===== src/rtl/dsw_pkg.sv =====
`timescale 1ns/1ps
package dsw_pkg;

   // Control register bit positions (software-visible)
   localparam int CTRL_RUN_BIT = 0;
   localparam int CTRL_IRQ_BIT = 1;
   localparam int CTRL_W       = 2;

   // Register selector produced by the address decoder
   typedef enum logic [2:0] {
      SEL_NONE,
      SEL_KICK,
      SEL_CTRL,
      SEL_STAT,
      SEL_BARK,
      SEL_BITE
   } dsw_sel_e;

   // Byte offsets of the two layouts
   localparam int STD_KICK = 'h04;
   localparam int STD_CTRL = 'h08;
   localparam int STD_STAT = 'h0C;
   localparam int STD_BARK = 'h10;
   localparam int STD_BITE = 'h14;

   localparam int ALT_KICK = 'h38;
   localparam int ALT_CTRL = 'h40;
   localparam int ALT_STAT = 'h44;
   localparam int ALT_BARK = 'h4C;
   localparam int ALT_BITE = 'h5C;

endpackage


===== src/rtl/dsw_counter.sv =====
`timescale 1ns/1ps
module dsw_counter #(
   parameter int CNT_W = 32
) (
   input  logic             clk,
   input  logic             rst_n,
   input  logic             run_i,
   input  logic             kick_i,
   output logic [CNT_W-1:0] cnt_o
);

   localparam logic [CNT_W-1:0] CNT_MAX = {CNT_W{1'b1}};

   logic [CNT_W-1:0] cnt_q;
   logic             at_max;

   assign at_max = (cnt_q == CNT_MAX);

   always_ff @(posedge clk or negedge rst_n) begin
      if (!rst_n) begin
         cnt_q <= '0;
      end else if (kick_i) begin
         cnt_q <= '0;
      end else if (run_i && !at_max) begin
         cnt_q <= cnt_q + 1'b1;
      end
   end

   assign cnt_o = cnt_q;

   assert_kick_zero_R4 : assert property (@(posedge clk) disable iff (!rst_n)
      kick_i |=> (cnt_q == '0));

   assert_step_one_R5 : assert property (@(posedge clk) disable iff (!rst_n)
      (run_i && !kick_i && !at_max) |=> (cnt_q == $past(cnt_q) + 1'b1));

   assert_no_wrap_R6 : assert property (@(posedge clk) disable iff (!rst_n)
      (at_max && !kick_i) |=> (cnt_q == CNT_MAX));

   assert_frozen_R10 : assert property (@(posedge clk) disable iff (!rst_n)
      (!run_i && !kick_i) |=> $stable(cnt_q));

endmodule


===== src/rtl/dsw_alarm.sv =====
`timescale 1ns/1ps
module dsw_alarm #(
   parameter int CNT_W     = 32,
   parameter int DATA_W    = 32,
   parameter int PULSE_CYC = 4
) (
   input  logic              clk,
   input  logic              rst_n,
   input  logic              run_i,
   input  logic              irq_en_i,
   input  logic              kick_i,
   input  logic [CNT_W-1:0]  cnt_i,
   input  logic [DATA_W-1:0] bark_t_i,
   input  logic [DATA_W-1:0] bite_t_i,
   output logic              bark_irq_o,
   output logic              bite_req_o,
   output logic              bite_fire_o
);

   localparam int PW = $clog2(PULSE_CYC + 1);
   localparam logic [PW-1:0] PULSE_LOAD = PW'(PULSE_CYC);

   logic [DATA_W-1:0] cnt_ext;
   logic              bark_q;
   logic              fired_q;
   logic              req_q;
   logic [PW-1:0]     left_q;
   logic              bark_d;
   logic              hit;

   always_comb begin
      cnt_ext = '0;
      cnt_ext[CNT_W-1:0] = cnt_i;
   end

   assign bark_d = run_i && irq_en_i && !kick_i && (cnt_ext >= bark_t_i);
   assign hit    = run_i && !kick_i && !fired_q && (cnt_ext >= bite_t_i);

   // warning stage
   always_ff @(posedge clk or negedge rst_n) begin
      if (!rst_n) bark_q <= 1'b0;
      else        bark_q <= bark_d;
   end

   // reset-request stage: one armed shot per timeout
   always_ff @(posedge clk or negedge rst_n) begin
      if (!rst_n) begin
         fired_q <= 1'b0;
      end else if (kick_i || !run_i) begin
         fired_q <= 1'b0;
      end else if (hit) begin
         fired_q <= 1'b1;
      end
   end

   always_ff @(posedge clk or negedge rst_n) begin
      if (!rst_n) begin
         req_q  <= 1'b0;
         left_q <= '0;
      end else if (hit) begin
         req_q  <= 1'b1;
         left_q <= PULSE_LOAD;
      end else if (left_q > PW'(1)) begin
         left_q <= left_q - 1'b1;
      end else begin
         req_q  <= 1'b0;
         left_q <= '0;
      end
   end

   assign bark_irq_o  = bark_q;
   assign bite_req_o  = req_q;
   assign bite_fire_o = hit;

   assert_irq_gated_R8 : assert property (@(posedge clk) disable iff (!rst_n)
      !irq_en_i |=> !bark_q);

   assert_stop_drops_bark_R10 : assert property (@(posedge clk) disable iff (!rst_n)
      !run_i |=> !bark_q);

   assert_single_shot_R9 : assert property (@(posedge clk) disable iff (!rst_n)
      (fired_q && $past(fired_q)) |-> !$rose(req_q));

   assert_pulse_start_R9 : assert property (@(posedge clk) disable iff (!rst_n)
      $rose(req_q) |-> (left_q == PULSE_LOAD));

endmodule


===== src/rtl/dsw_regs.sv =====
`timescale 1ns/1ps
module dsw_regs
   import dsw_pkg::*;
#(
   parameter int ADDR_W  = 8,
   parameter int DATA_W  = 32,
   parameter int CNT_W   = 32,
   parameter bit ALT_MAP = 1'b0
) (
   input  logic              clk,
   input  logic              rst_n,
   input  logic              por_n,
   input  logic              wr_i,
   input  logic              rd_i,
   input  logic [ADDR_W-1:0] addr_i,
   input  logic [DATA_W-1:0] wdata_i,
   output logic [DATA_W-1:0] rdata_o,
   input  logic [CNT_W-1:0]  cnt_i,
   input  logic              bite_fire_i,
   output logic              run_o,
   output logic              irq_en_o,
   output logic [DATA_W-1:0] bark_t_o,
   output logic [DATA_W-1:0] bite_t_o,
   output logic              kick_o,
   output logic              status_o
);

   logic [ADDR_W-1:0] off_kick, off_ctrl, off_stat, off_bark, off_bite;

   generate
      if (ALT_MAP) begin : g_alt_map
         assign off_kick = ADDR_W'(ALT_KICK);
         assign off_ctrl = ADDR_W'(ALT_CTRL);
         assign off_stat = ADDR_W'(ALT_STAT);
         assign off_bark = ADDR_W'(ALT_BARK);
         assign off_bite = ADDR_W'(ALT_BITE);
      end else begin : g_std_map
         assign off_kick = ADDR_W'(STD_KICK);
         assign off_ctrl = ADDR_W'(STD_CTRL);
         assign off_stat = ADDR_W'(STD_STAT);
         assign off_bark = ADDR_W'(STD_BARK);
         assign off_bite = ADDR_W'(STD_BITE);
      end
   endgenerate

   dsw_sel_e sel;

   always_comb begin
      if      (addr_i == off_kick) sel = SEL_KICK;
      else if (addr_i == off_ctrl) sel = SEL_CTRL;
      else if (addr_i == off_stat) sel = SEL_STAT;
      else if (addr_i == off_bark) sel = SEL_BARK;
      else if (addr_i == off_bite) sel = SEL_BITE;
      else                         sel = SEL_NONE;
   end

   logic [CTRL_W-1:0] ctrl_q;
   logic [DATA_W-1:0] bark_q, bite_q, rdata_q, rdata_d;
   logic              stat_q;

   always_ff @(posedge clk or negedge rst_n) begin
      if (!rst_n) begin
         ctrl_q <= '0;
         bark_q <= '0;
         bite_q <= '0;
      end else if (wr_i) begin
         case (sel)
            SEL_CTRL: ctrl_q <= wdata_i[CTRL_W-1:0];
            SEL_BARK: bark_q <= wdata_i;
            SEL_BITE: bite_q <= wdata_i;
            default:  ;
         endcase
      end
   end

   // sticky bite flag lives in the power-on domain only
   always_ff @(posedge clk or negedge por_n) begin
      if (!por_n)           stat_q <= 1'b0;
      else if (bite_fire_i) stat_q <= 1'b1;
   end

   always_comb begin
      rdata_d = '0;
      case (sel)
         SEL_KICK: rdata_d[CNT_W-1:0]  = cnt_i;
         SEL_CTRL: rdata_d[CTRL_W-1:0] = ctrl_q;
         SEL_STAT: rdata_d[0]          = stat_q;
         SEL_BARK: rdata_d             = bark_q;
         SEL_BITE: rdata_d             = bite_q;
         default:  rdata_d             = '0;
      endcase
   end

   always_ff @(posedge clk or negedge rst_n) begin
      if (!rst_n)    rdata_q <= '0;
      else if (rd_i) rdata_q <= rdata_d;
   end

   assign rdata_o  = rdata_q;
   assign run_o    = ctrl_q[CTRL_RUN_BIT];
   assign irq_en_o = ctrl_q[CTRL_IRQ_BIT];
   assign bark_t_o = bark_q;
   assign bite_t_o = bite_q;
   assign kick_o   = wr_i && (sel == SEL_KICK) && wdata_i[0];
   assign status_o = stat_q;

   assert_status_sticky_R11 : assert property (@(posedge clk) disable iff (!por_n)
      stat_q |=> stat_q);

   assert_ctrl_write_R2 : assert property (@(posedge clk) disable iff (!rst_n)
      (wr_i && addr_i == off_ctrl) |=> (run_o == $past(wdata_i[CTRL_RUN_BIT])));

   assert_unmapped_quiet_R12 : assert property (@(posedge clk) disable iff (!rst_n)
      (wr_i && sel == SEL_NONE) |=> ($stable(ctrl_q) && $stable(bark_q) && $stable(bite_q)));

endmodule


===== src/rtl/dual_stage_watchdog.sv =====
`timescale 1ns/1ps
module dual_stage_watchdog #(
   parameter int ADDR_W    = 8,
   parameter int DATA_W    = 32,
   parameter int CNT_W     = 32,
   parameter int PULSE_CYC = 4,
   parameter bit ALT_MAP   = 1'b0
) (
   input  logic              clk,
   input  logic              por_n,
   input  logic              sys_rst_n,
   input  logic              wr_en,
   input  logic              rd_en,
   input  logic [ADDR_W-1:0] addr,
   input  logic [DATA_W-1:0] wr_data,
   output logic [DATA_W-1:0] rd_data,
   output logic              bark_irq,
   output logic              bite_req
);

   generate
      if (CNT_W < 2 || CNT_W > DATA_W) begin : g_bad_cnt_w
         $error("dual_stage_watchdog: CNT_W must lie in 2..DATA_W");
      end
      if (ADDR_W < 7) begin : g_bad_addr_w
         $error("dual_stage_watchdog: ADDR_W must be at least 7 to reach every offset");
      end
      if (PULSE_CYC < 1) begin : g_bad_pulse
         $error("dual_stage_watchdog: PULSE_CYC must be at least 1");
      end
   endgenerate

   logic              rst_all_n;
   logic              run, irq_en, kick, bite_fire, status;
   logic [CNT_W-1:0]  cnt;
   logic [DATA_W-1:0] bark_t, bite_t;

   assign rst_all_n = por_n & sys_rst_n;

   dsw_regs #(
      .ADDR_W (ADDR_W),
      .DATA_W (DATA_W),
      .CNT_W  (CNT_W),
      .ALT_MAP(ALT_MAP)
   ) u_regs (
      .clk        (clk),
      .rst_n      (rst_all_n),
      .por_n      (por_n),
      .wr_i       (wr_en),
      .rd_i       (rd_en),
      .addr_i     (addr),
      .wdata_i    (wr_data),
      .rdata_o    (rd_data),
      .cnt_i      (cnt),
      .bite_fire_i(bite_fire),
      .run_o      (run),
      .irq_en_o   (irq_en),
      .bark_t_o   (bark_t),
      .bite_t_o   (bite_t),
      .kick_o     (kick),
      .status_o   (status)
   );

   dsw_counter #(
      .CNT_W(CNT_W)
   ) u_counter (
      .clk   (clk),
      .rst_n (rst_all_n),
      .run_i (run),
      .kick_i(kick),
      .cnt_o (cnt)
   );

   dsw_alarm #(
      .CNT_W    (CNT_W),
      .DATA_W   (DATA_W),
      .PULSE_CYC(PULSE_CYC)
   ) u_alarm (
      .clk        (clk),
      .rst_n      (rst_all_n),
      .run_i      (run),
      .irq_en_i   (irq_en),
      .kick_i     (kick),
      .cnt_i      (cnt),
      .bark_t_i   (bark_t),
      .bite_t_i   (bite_t),
      .bark_irq_o (bark_irq),
      .bite_req_o (bite_req),
      .bite_fire_o(bite_fire)
   );

   assert_flag_on_bite_R11 : assert property (@(posedge clk) disable iff (!rst_all_n)
      $rose(bite_req) |-> status);

   assert_bark_needs_run_R7 : assert property (@(posedge clk) disable iff (!rst_all_n)
      $rose(bark_irq) |-> $past(run && irq_en));

endmodule


===== config.mk =====
export PLATFORM = sky130hd
export DESIGN_NAME = dual_stage_watchdog
export DESIGN_NICKNAME = d
export VERILOG_FILES = /design/src/rtl/dsw_pkg.sv /design/src/rtl/dsw_counter.sv /design/src/rtl/dsw_alarm.sv /design/src/rtl/dsw_regs.sv /design/src/rtl/dual_stage_watchdog.sv
export SDC_FILE = /design/constraint.sdc
export NUM_CORES = 1
export LEC_CHECK = 0
export ABC_AREA = 0
export BUFFER_PORTS_ARGS = -buffer_cell sky130_fd_sc_hd__buf_2
export CORE_MARGIN = 5
export CORE_UTILIZATION = 60
export DETAILED_ROUTE_END_ITERATION = 6
export GPL_TIMING_DRIVEN = 0
export PLACE_DENSITY = 0.88
export SLEW_MARGIN = 20
export SYNTH_ARGS = -nofsm -noshare
export SYNTH_HDL_FRONTEND = slang
export SYNTH_HIERARCHICAL = 1
export SYNTH_SLANG_ARGS = --single-unit
export TNS_END_PERCENT = 20

===== constraint.sdc =====
create_clock -name clk -period 5.2 [get_ports clk]
set_input_delay 0.26 -clock clk [delete_from_list [all_inputs] [get_ports clk]]
set_output_delay 0.26 -clock clk [all_outputs]
set_load 0.02 [all_outputs]

==> results_dict.tcl <==
set metrics [dict create \
    ctsLongestPathBuffers 2 \
    sequential_element_share_of_the_synthesized_area_pct 40.7 \
    power_leakage_nw 4.38 \
    pwr-share-comb_pct 22.1 \
    tightestPinTransition_ps 977 \
    layout-drive-gt1-share_pct 23.3 \
    worstRegToRegCells 5 \
    clk_latency_ps 420 \
    nets 1035 \
    drtPass1Iterations 5 \
    synth.cell_area_um2 8420 \
    design.portCount 79 \
    fin_worst_skew_ps 7.58 \
    tns_ps 0 \
    area_growth_pct 14.2 \
    hold_violations 0 \
    worst-endpoint-required_ps 5480 \
    maxCapViolations 0 \
    reg2reg_to "u_counter/cnt_o[25]" \
    synthesis.yosys.warnings 6 \
    cp_data_arrival_time_ps 2670 \
    place_inst 1082 \
    power_density_nw_per_um2 311 \
    detailroute.wirelength.met3_um 1430 \
    grt_overflow_total 0 \
    syn_area_per_cell_um2 10.2 \
    critical_path_source_type "input pin" \
    synth_enable_flop_cells 0 \
    cp_max_fo 7 \
    fp-row-count 43 \
    drt-total-wl_um 20900 \
    min-delay-path-class "in -> reg" \
    post_cts_resize_count 0 \
    floorplan.die.height_um 128 \
    final_min_period_ps 2390 \
    internal_power_mw 2.08 \
    clock_sinks 137 \
    ctsRootBufferMaster "sky130_fd_sc_hd__clkbuf_16" \
    worst_case_setup_slack_after_placement_ps 2430 \
    worst_slack_ps 2810 \
    timing.final.crit_share_pct 45.9 \
    dr_wl_met2_um 10300 \
    fp.dieArea_um2 16500 \
    switchingPower_mw 0.917 \
    ys.flop_type "sky130_fd_sc_hd__dfrtp_1" \
    gr-usage-all-layers_pct 26.2 \
    grt_pass1_vias 6930 \
    peak_freq_mhz 419 \
    postRouteAntennaNets 0 \
    fin_total_pwr_mw 3.00 \
    buffer_ports.inserted 76 \
    p_clk_share_pct 35.6 \
    routabilityCongestion 0.892 \
    slew-limit-headroom_pct 34.3 \
    final_max_slew_viol_count 0 \
    synthesis.nets 935 \
    route.detailed.wl_per_inst_um 18.8 \
    synth-async-reset-ratio_pct 100 \
    synthCells 823 \
    hold_start "wr_data[3]" \
    drc_errors 0 \
    grt_start_max_net_pins 45 \
    drt_iter0_markers 497 \
    ctsHoldBuffers 2 \
    cts-htree-levels 4 \
    final.fill_count 1013 \
    cts_tree "built" \
    power.switching_fraction_pct 30.6 \
    tritoncts.num_buffers 17 \
    ys_seq_elements 137 \
    initial_utilization_pct 60.9 \
    hold_end "u_regs/bite_t_o[3]" \
    route.layer.met1.wl_um 8650 \
    wire_length_of_the_first_global_routing_pass_um 34200 \
    floorplan.die.width_um 128 \
    antenna_found_initial 0 \
    crit-reg2reg-launch "u_counter/cnt_o[16]" \
    post-cts-setup-buffers 0 \
    num_vias 6849 \
    run_status "finished, final reports clean" \
    setup_repair_after_global_routing_missed_its_margin "no" \
    worstSetupEndpointType "flop" \
    hold_depth 2 \
    synth_unique_cells 73 \
    vdd_drop_max_mv 0.258 \
    dp.final_hpwl_um 15100 \
    antenna-diode-count 0 \
    instances_no_fill 1112 \
    rrSetupSlack_ps 2850 \
    finalHoldWorstSlack_ps 74.9 \
    clk_pin_slew_worst_paths_ps 50 \
    seqPwrFrac_pct 42.3 \
    core_area_um2 13800 \
    report.final.setup_viol 0 \
    worst-setup-path-type "in -> reg" \
    top_layer "met4" \
    post_drt_via_cell_ratio 6.16 \
]
synth_stat cells (all sizes together) (19+ instances only):
cell type	count	area (µm²)
nor3	42	231
a21oi	68	340
mux2	69	890
o22ai	30	188
inv	105	394
o21ai	22	114
clkbuf	19	72.6
nand2	30	113
nor2	29	109
mux2i	33	330
ha	67	838
dfrtp	137	3430
area by class of cell:
class	count	area [µm²]	area share, %
clock buffers	24	492	5.11
plain buffers	36	180	1.87
repair buffers	81	460	4.79
inverters	105	394	4.10
well taps	180	225	2.34
flip-flops and latches	137	3430	35.6
clock inverters	4	20.0	0.208
multi-input cells	545	4420	45.9
critical path, cell delays in order:
cell and delay (ps):
sky130_fd_sc_hd__buf_2 100, sky130_fd_sc_hd__or3_1 350, sky130_fd_sc_hd__buf_2 190, sky130_fd_sc_hd__nor4_4 290, sky130_fd_sc_hd__nand2_1 100, sky130_fd_sc_hd__nor3_1 650
sky130_fd_sc_hd__nand3b_1 280, sky130_fd_sc_hd__nor2_1 110, sky130_fd_sc_hd__a2bb2oi_1 190, sky130_fd_sc_hd__o21ai_0 140
kinds of logic after synthesis:
group | count (synthesis) | synth area share, %
simple gates | 187 | 12.7
compound gates | 175 | 13.9
buf+inv | 141 | 6.82
flops | 137 | 40.7
mux | 102 | 14.5
fa+ha+maj | 67 | 9.96
xor+xnor | 14 | 1.46
metal layers:
layer,GRT usage (%),up-vias
met1,32.3,3378
met5,0,-
li1,-,3169
met2,44.3,248
met3,6.89,54
met4,9.68,0
cell usage in the layout, fill, tap and decap left out, types with 17 or more instances in the layout:
cell type	n
sky130_fd_sc_hd__buf_2	84
sky130_fd_sc_hd__clkbuf_1	21
sky130_fd_sc_hd__mux2i_1	33
sky130_fd_sc_hd__inv_1	105
sky130_fd_sc_hd__nor3_1	39
sky130_fd_sc_hd__dfrtp_1	137
sky130_fd_sc_hd__o21ai_0	21
sky130_fd_sc_hd__nor2_1	29
sky130_fd_sc_hd__a21oi_1	68
sky130_fd_sc_hd__nand2_1	30
sky130_fd_sc_hd__o22ai_1	30
sky130_fd_sc_hd__mux2_4	30
sky130_fd_sc_hd__ha_1	67
sky130_fd_sc_hd__mux2_2	38
sky130_fd_sc_hd__clkbuf_16	17
registers in the layout, indices dropped and copies added (netlist names):
register and count:
u_regs/bite_t_o 32, u_regs/bark_t_o 32, u_alarm/fired_q 1, u_regs/ctrl_q 2, u_alarm/left_q 3, u_alarm/bark_irq_o 1, u_alarm/bite_req_o 1, u_counter/cnt_o 32
u_regs/status_o 1, u_regs/rdata_o 32
worst max path at each step:
stage	to	start	slack, ps	depth (start not counted)
5_1_grt	u_regs/status_o	addr[1]	2710	10
2_1_floorplan	u_alarm/bark_irq_o	sys_rst_n	600	1
4_1_cts	u_regs/status_o	addr[1]	2850	10
6_report	u_alarm/bark_irq_o	addr[1]	2810	10
3_3_place_gp	u_regs/bite_t_o[18]	por_n	-1140	2
3_5_place_dp	u_regs/status_o	addr[1]	2430	10
power by group through the flow:
stage / clock network [mW] / registers, mW / logic [mW]
5_1_grt: 1.13 / 1.28 / 0.742
6_report: 1.07 / 1.27 / 0.662
3_3_place_gp: 0 / 1.28 / 0.597
2_1_floorplan: 0 / 1.25 / 0.490
4_1_cts: 1.08 / 1.26 / 0.655
3_5_place_dp: 0 / 1.28 / 0.648
per-stage QoR:
step / instance area (µm²) / utilization (%)
floorplan: 8420 / -
global placement: 9030 / 65.3
detailed placement: 9090 / 65.7
CTS: 9620 / 69.6
global route: 9620 / 69.6
finish: 9620 / 69.6
Power figures use the tool's default switching activity.
